===== src/rtl/halt_wake_pkg.sv =====
`timescale 1ns/1ps
package halt_wake_pkg;

    typedef enum logic [2:0] {
        ST_ACTIVE     = 3'd0,
        ST_HALT       = 3'd1,
        ST_WAIT_START = 3'd2,
        ST_MWAIT      = 3'd3,
        ST_MWAIT_INTR = 3'd4
    } core_state_e;

    localparam int NUM_GATED = 3;
    localparam int EV_NMI    = 0;
    localparam int EV_SMI    = 1;
    localparam int EV_INIT   = 2;

    typedef struct packed {
        logic evt_wake;
        logic sipi_accept;
        logic sipi_ignored;
        logic mon_rst;
    } wake_decision_t;

    function automatic logic is_monitor_wait(core_state_e s);
        return (s == ST_MWAIT) || (s == ST_MWAIT_INTR);
    endfunction

    function automatic logic is_event_sleep(core_state_e s);
        return (s == ST_HALT) || is_monitor_wait(s);
    endfunction

    function automatic logic valid_sleep_code(logic [2:0] c);
        return (c >= 3'd1) && (c <= 3'd4);
    endfunction

    function automatic core_state_e decode_state(logic [2:0] c);
        core_state_e s;
        case (c)
            3'd1:    s = ST_HALT;
            3'd2:    s = ST_WAIT_START;
            3'd3:    s = ST_MWAIT;
            3'd4:    s = ST_MWAIT_INTR;
            default: s = ST_ACTIVE;
        endcase
        return s;
    endfunction

endpackage


===== src/rtl/hw_wake_eval.sv =====
`timescale 1ns/1ps
module hw_wake_eval
    import halt_wake_pkg::*;
#(
    parameter int NG = NUM_GATED
) (
    input  core_state_e        state,
    input  logic               if_flag,
    input  logic               intr,
    input  logic               lintr,
    input  logic [NG-1:0]      gated_src,
    input  logic [NG-1:0]      gated_mask,
    input  logic               sipi_req,
    output wake_decision_t     dec
);
    logic [NG-1:0] gated_hit;
    logic          irq_ok;

    for (genvar g = 0; g < NG; g++) begin : g_gate
        assign gated_hit[g] = gated_src[g] & ~gated_mask[g];
    end

    assign irq_ok = (intr | lintr) & (if_flag | (state == ST_MWAIT_INTR));

    always_comb begin
        dec.evt_wake     = is_event_sleep(state) & (irq_ok | (|gated_hit));
        dec.sipi_accept  = (state == ST_WAIT_START) & sipi_req;
        dec.sipi_ignored = (state != ST_WAIT_START) & sipi_req;
        dec.mon_rst      = dec.evt_wake & is_monitor_wait(state);
    end

    always_comb begin
        assert (!(dec.evt_wake && dec.sipi_accept))
            else $error("p_single_cause_r8: event and startup wake together");
    end

endmodule


===== src/rtl/hw_event_gate.sv =====
`timescale 1ns/1ps
module hw_event_gate
    import halt_wake_pkg::*;
#(
    parameter int NG = NUM_GATED
) (
    input  logic          clk_i,
    input  logic          rst_i,
    input  logic [NG-1:0] mask_set,
    input  logic          unmask_all,
    input  logic          init_req,
    input  logic          consume,
    output logic [NG-1:0] mask_q,
    output logic          init_pend_q
);
    logic [NG-1:0] mask_d;
    logic          init_pend_d;

    always_comb begin
        mask_d = unmask_all ? '0 : (mask_q | mask_set);
        init_pend_d = (init_pend_q & ~consume) | (init_req & ~mask_q[EV_INIT]);
    end

    always_ff @(posedge clk_i) begin
        if (rst_i) begin
            mask_q      <= '0;
            init_pend_q <= 1'b0;
        end else begin
            mask_q      <= mask_d;
            init_pend_q <= init_pend_d;
        end
    end

    p_init_drop_r11: assert property (@(posedge clk_i) disable iff (rst_i)
        (init_req && mask_q[EV_INIT] && !init_pend_q) |=> !init_pend_q);

    p_unmask_r9: assert property (@(posedge clk_i) disable iff (rst_i)
        unmask_all |=> (mask_q == '0));

    p_mask_sticky_r12: assert property (@(posedge clk_i) disable iff (rst_i)
        (!unmask_all) |=> ((mask_q & $past(mask_q)) == $past(mask_q)));

endmodule


===== src/rtl/hw_start_capture.sv =====
`timescale 1ns/1ps
module hw_start_capture #(
    parameter int VEC_W    = 8,
    parameter int CS_SHIFT = 8,
    localparam int CS_W    = VEC_W + CS_SHIFT
) (
    input  logic             clk_i,
    input  logic             rst_i,
    input  logic             load,
    input  logic [VEC_W-1:0] vec,
    output logic [CS_W-1:0]  cs_q
);
    always_ff @(posedge clk_i) begin
        if (rst_i)     cs_q <= '0;
        else if (load) cs_q <= {vec, {CS_SHIFT{1'b0}}};
    end

    p_cs_load_r9: assert property (@(posedge clk_i) disable iff (rst_i)
        load |=> (cs_q[CS_W-1:CS_SHIFT] == $past(vec)) && (cs_q[CS_SHIFT-1:0] == '0));

    p_cs_hold_r10: assert property (@(posedge clk_i) disable iff (rst_i)
        !load |=> $stable(cs_q));

endmodule


===== src/rtl/halt_wake_ctrl.sv =====
`timescale 1ns/1ps
module halt_wake_ctrl
    import halt_wake_pkg::*;
#(
    parameter int VEC_W    = 8,
    parameter int CS_SHIFT = 8,
    localparam int CS_W    = VEC_W + CS_SHIFT
) (
    input  logic             clk_i,
    input  logic             rst_i,
    input  logic             sleep_req_i,
    input  logic [2:0]       sleep_code_i,
    input  logic             if_flag_i,
    input  logic             intr_i,
    input  logic             lintr_i,
    input  logic             nmi_i,
    input  logic             smi_i,
    input  logic             init_req_i,
    input  logic [2:0]       mask_set_i,
    input  logic             sipi_req_i,
    input  logic [VEC_W-1:0] sipi_vec_i,
    output logic [2:0]       state_o,
    output logic             run_en_o,
    output logic             mon_rst_o,
    output logic             clr_inhibit_o,
    output logic             sipi_ignored_o,
    output logic [CS_W-1:0]  start_cs_o,
    output logic [2:0]       event_mask_o,
    output logic             init_pend_o
);
    core_state_e          state_q, state_d;
    wake_decision_t       dec;
    logic [NUM_GATED-1:0] gated_src;
    logic [NUM_GATED-1:0] mask_q;
    logic                 init_pend_q;
    logic                 any_wake;

    always_comb begin
        gated_src          = '0;
        gated_src[EV_NMI]  = nmi_i;
        gated_src[EV_SMI]  = smi_i;
        gated_src[EV_INIT] = init_pend_q;
    end

    hw_wake_eval #(.NG(NUM_GATED)) u_eval (
        .state      (state_q),
        .if_flag    (if_flag_i),
        .intr       (intr_i),
        .lintr      (lintr_i),
        .gated_src  (gated_src),
        .gated_mask (mask_q),
        .sipi_req   (sipi_req_i),
        .dec        (dec)
    );

    assign any_wake = dec.evt_wake | dec.sipi_accept;

    hw_event_gate #(.NG(NUM_GATED)) u_gate (
        .clk_i       (clk_i),
        .rst_i       (rst_i),
        .mask_set    (mask_set_i),
        .unmask_all  (dec.sipi_accept),
        .init_req    (init_req_i),
        .consume     (any_wake),
        .mask_q      (mask_q),
        .init_pend_q (init_pend_q)
    );

    hw_start_capture #(.VEC_W(VEC_W), .CS_SHIFT(CS_SHIFT)) u_cap (
        .clk_i (clk_i),
        .rst_i (rst_i),
        .load  (dec.sipi_accept),
        .vec   (sipi_vec_i),
        .cs_q  (start_cs_o)
    );

    always_comb begin
        state_d = state_q;
        if (any_wake)
            state_d = ST_ACTIVE;
        else if (state_q == ST_ACTIVE && sleep_req_i && valid_sleep_code(sleep_code_i))
            state_d = decode_state(sleep_code_i);
    end

    always_ff @(posedge clk_i) begin
        if (rst_i) state_q <= ST_ACTIVE;
        else       state_q <= state_d;
    end

    assign state_o        = state_q;
    assign run_en_o       = (state_q == ST_ACTIVE) | any_wake;
    assign mon_rst_o      = dec.mon_rst;
    assign clr_inhibit_o  = any_wake;
    assign sipi_ignored_o = dec.sipi_ignored;
    assign event_mask_o   = mask_q;
    assign init_pend_o    = init_pend_q;

    p_reset_active_r1: assert property (@(posedge clk_i) disable iff (rst_i)
        $past(rst_i) |-> (state_o == 3'd0) && run_en_o);

    p_halt_ifoff_r3: assert property (@(posedge clk_i) disable iff (rst_i)
        (state_o == 3'd1 && !if_flag_i && !nmi_i && !smi_i && !init_pend_o && !sipi_req_i)
        |-> !run_en_o);

    p_mwaitif_r4: assert property (@(posedge clk_i) disable iff (rst_i)
        (state_o == 3'd4 && intr_i) |-> run_en_o && mon_rst_o);

    p_wake_active_r6: assert property (@(posedge clk_i) disable iff (rst_i)
        (state_o != 3'd0 && run_en_o) |=> (state_o == 3'd0));

    p_monrst_r7: assert property (@(posedge clk_i) disable iff (rst_i)
        mon_rst_o |-> clr_inhibit_o && (state_o >= 3'd3));

    p_wfs_hold_r8: assert property (@(posedge clk_i) disable iff (rst_i)
        (state_o == 3'd2 && !sipi_req_i) |=> (state_o == 3'd2));

    p_ignore_r10: assert property (@(posedge clk_i) disable iff (rst_i)
        sipi_ignored_o |=> $stable(start_cs_o));

endmodule


===== config.mk =====
export PLATFORM = sky130hd
export DESIGN_NAME = halt_wake_ctrl
export DESIGN_NICKNAME = d
export VERILOG_FILES = /design/src/rtl/halt_wake_pkg.sv /design/src/rtl/hw_wake_eval.sv /design/src/rtl/hw_event_gate.sv /design/src/rtl/hw_start_capture.sv /design/src/rtl/halt_wake_ctrl.sv
export SDC_FILE = /design/constraint.sdc
export NUM_CORES = 1
export LEC_CHECK = 0
export BUFFER_PORTS_ARGS = -buffer_cell sky130_fd_sc_hd__buf_4
export CAP_MARGIN = 20
export CORE_MARGIN = 5
export CORE_UTILIZATION = 39
export DETAILED_ROUTE_END_ITERATION = 12
export GPL_TIMING_DRIVEN = 0
export MAX_ROUTING_LAYER = met4
export PLACE_DENSITY = 0.77
export SYNTH_ARGS = -nofsm -noshare
export SYNTH_HDL_FRONTEND = slang
export SYNTH_SLANG_ARGS = --single-unit

===== constraint.sdc =====
create_clock -name clk_i -period 1.4 [get_ports clk_i]
set_input_delay 0 -clock clk_i [delete_from_list [all_inputs] [get_ports clk_i]]
set_output_delay 0 -clock clk_i [all_outputs]
set_load 0.02 [all_outputs]

==> results.py <==
metrics = {
    "status": {
        "status": "finished with violations",
        "violations": "setup timing",
    },
    "clock_network": {
        "path_clk_slew_ns": 0.09,
        "clock_tree.root_cell": "clkbuf_4",
        "clock_latency_ns": 0.28,
        "cts_sinks": 15,
        "cts_buffer_depth": 2,
        "h-tree-depth": 1,
        "cts_tree": "done",
        "cts_buffers": 3,
    },
    "worst_setup_path": {
        "cp.required_ns": 1.40,
        "rr_worst_depth": 6,
        "rrSetupSlack_ns": -0.01,
        "rr_startpoint": "u_gate.mask_q[1]",
        "crit_chain": "nor2_4, mux2i_4, a31o_4, o311ai_2, buf_4",
        "cp_max_fo": 6,
        "slowest_delay_ns": 0.39,
        "cp-end-kind": "output port",
        "cp_slowest_cell": "dfxtp_4",
        "critPathLaunchType": "flip-flop",
        "worstSetupPathType": "reg -> out",
        "r2r_end": "state_o[2]",
        "crit_arrival_ns": 1.43,
    },
    "job": {
        "cap_viol_max_count": 0,
    },
    "drt": {
        "top_layer": "met4",
        "wl_met3_um": 164,
        "dr.pass1.iters": 4,
        "vias": 924,
        "drt_iter0_drc": 17,
        "wl_per_cell_um": 14.03,
        "vias_per_cell": 4.915,
        "met1Wirelength_um": 973,
        "drc": 0,
        "dr_wl_met2_um": 1489,
        "routed_wl_um": 2637,
        "ant_nets": 0,
    },
    "timing": {
        "timing.final.crit_share_pct": 102.0,
        "fmax_mhz": 700.3,
        "worst_slack_ns": -0.02790,
        "tns_ns": -0.04923,
        "slew_viol_final": 0,
        "period_needed_ns": 1.428,
        "hold_violations": 0,
        "fin_skew_ns": 0.002205,
        "setup_violations": 3,
        "whs_ns": 0.02972,
        "rsz0062_at_grt": "true",
    },
    "logic_synthesis": {
        "ys_async_sr_fraction_pct": 0,
        "synth_top_area_share_pct": 41.67,
        "synth.distinct_cells": 26,
        "synth_top_area_cell": "dfxtp_1",
        "synth_common_cells": "nand2_1, dfxtp_1, a21oi_1",
        "synth-warning-count": 0,
        "synth-edff-count": 0,
        "synth-seq-cells": 15,
        "yosysMostFrequentCell": "nand2_1",
        "synth_ff_type": "dfxtp_1",
        "ys_top_cells_by_area": "dfxtp_1, nand2_1, buf_4",
        "syn_avg_cell_area_sq_um": 8.098,
        "synthCells": 89,
        "syn_area_sq_um": 720.7,
        "seq_area_frac_synth_pct": 41.67,
    },
    "power": {
        "peakVddDrop_v": 0.0007722,
        "p_leak_uw": 0.0006448,
        "power_density_nw_per_um2": 756.2,
        "total_power_uw": 1086,
    },
    "place": {
        "numPortBuffers": 42,
        "gp_congestion": 0.7901,
        "dp_hpwl_um": 1645,
        "placed_cell_area_sq_um": 1094,
        "pre_cts_ws_ns": 0.07920,
    },
    "floorplan": {
        "io_pins": 51,
        "rows": 15,
        "die_w_um": 52.99,
        "core_sq_um": 1745,
        "start_util_pct": 41.29,
        "dieArea_sq_um": 2807,
        "die_h_um": 52.99,
    },
    "min_path": {
        "min_path_type": "in -> reg",
        "whs_endpoint": "u_gate.init_pend_q",
        "holdCritStartpoint": "init_req_i",
        "whs_path_depth": 3,
    },
    "global_routing": {
        "grt_pass1_wl_um": 4057,
        "grt_max_degree": 11,
        "antenna_found_initial": 0,
        "track_usage_pct": 20.23,
        "grt_pass1_vias": 924,
        "globalRoute.totalOverflow": 0,
    },
    "layout": {
        "drive_above_1_share_pct": 52.15,
        "layout.nets": 188,
        "insertedDiodeCount": 0,
        "area_growth_pct": 99.31,
        "fillers": 124,
        "finish.instance_area_sq_um": 1436,
    },
}
[worst max-delay path by stage]
stage | start | endpoint | slack, ns | depth (start not counted)
2_1_floorplan | state_o[2] | mon_rst_o | 0.06 | 5
4_1_cts | u_gate.mask_q[1] | run_en_o | -0.02 | 5
6_report | state_o[0] | run_en_o | -0.03 | 5
5_1_grt | u_gate.mask_q[1] | run_en_o | -0.11 | 5
3_5_place_dp | state_o[2] | u_cap.cs_q[15] | 0.08 | 6
3_3_place_gp | state_o[2] | run_en_o | 0.10 | 6
[flip-flops by register name, summed over array words and instances (netlist names)]
name                count
state_o                 3
u_cap.cs_q              8
u_gate.init_pend_q      1
u_gate.mask_q           3
[cell type report]
| cell class | instances | area, sq um | area share, % |
|---|---|---|---|
| timing repair buffer | 64 | 534.3 | 37.20 |
| clock buffer | 4 | 26.28 | 1.829 |
| buffer | 11 | 86.33 | 6.010 |
| inverter | 3 | 11.26 | 0.7840 |
| tap | 25 | 31.28 | 2.178 |
| sequential | 15 | 312.8 | 21.78 |
| multi-input combinational | 66 | 434.2 | 30.23 |
[per-layer routing]
| metal | up-vias | global-route usage [%] |
|---|---|---|
| met3 | 2 | 4.789 |
| met5 | - | - |
| met1 | 444 | 20.96 |
| met4 | 0 | 3.830 |
| met2 | 39 | 38.64 |
| li1 | 439 | - |
[where the power goes]
group | switching, uW | leakage [uW] | internal (uW)
sequential | 24.4 | 0.000125 | 445
combinational | 172 | 0.000505 | 201
clock | 133 | 0.0000150 | 111
[critical path, delay by kind of cell (launching register included)]
kind | cells | cell delay, ns
and+or+nand+nor | 1 | 0.17
muxes | 1 | 0.10
AOI/OAI and AO/OA | 2 | 0.29
DFF | 1 | 0.39
buffers and inverters | 1 | 0.19
[placed cells by master (no fill, tap or decap), types with 5 or more instances in the layout]
cell,count
buf_4,56
nand2_1,19
dlygate4sd3_1,12
dfxtp_1,11
a21oi_1,9
conb_1,8
buf_6,5
[per-stage QoR]
step / std cells / utilization (%)
after floorplan: 96 / -
after global placement: 163 / 62.65
after detailed placement: 163 / 62.65
after CTS: 187 / 76.63
after global routing: 188 / 82.29
final: 188 / 82.29
[cell families after synthesis]
| group | Yosys count | synth area share, % |
|---|---|---|
| flip-flops | 15 | 41.67 |
| AO/OA/AOI/OAI | 23 | 20.49 |
| other | 1 | 0.5203 |
| multiplexers | 1 | 1.389 |
| AND/OR/NAND/NOR | 34 | 22.57 |
| buffers and inverters | 15 | 13.37 |
[timing repair]
item	in CTS	in global routing
pin swaps	2	5
setup endpoints to repair	3	9
resized for setup	13	17
endpoints found under the hold margin	13	0
setup buffers	8	3
hold buffers	12	0
(Power assumes the default switching activity.)
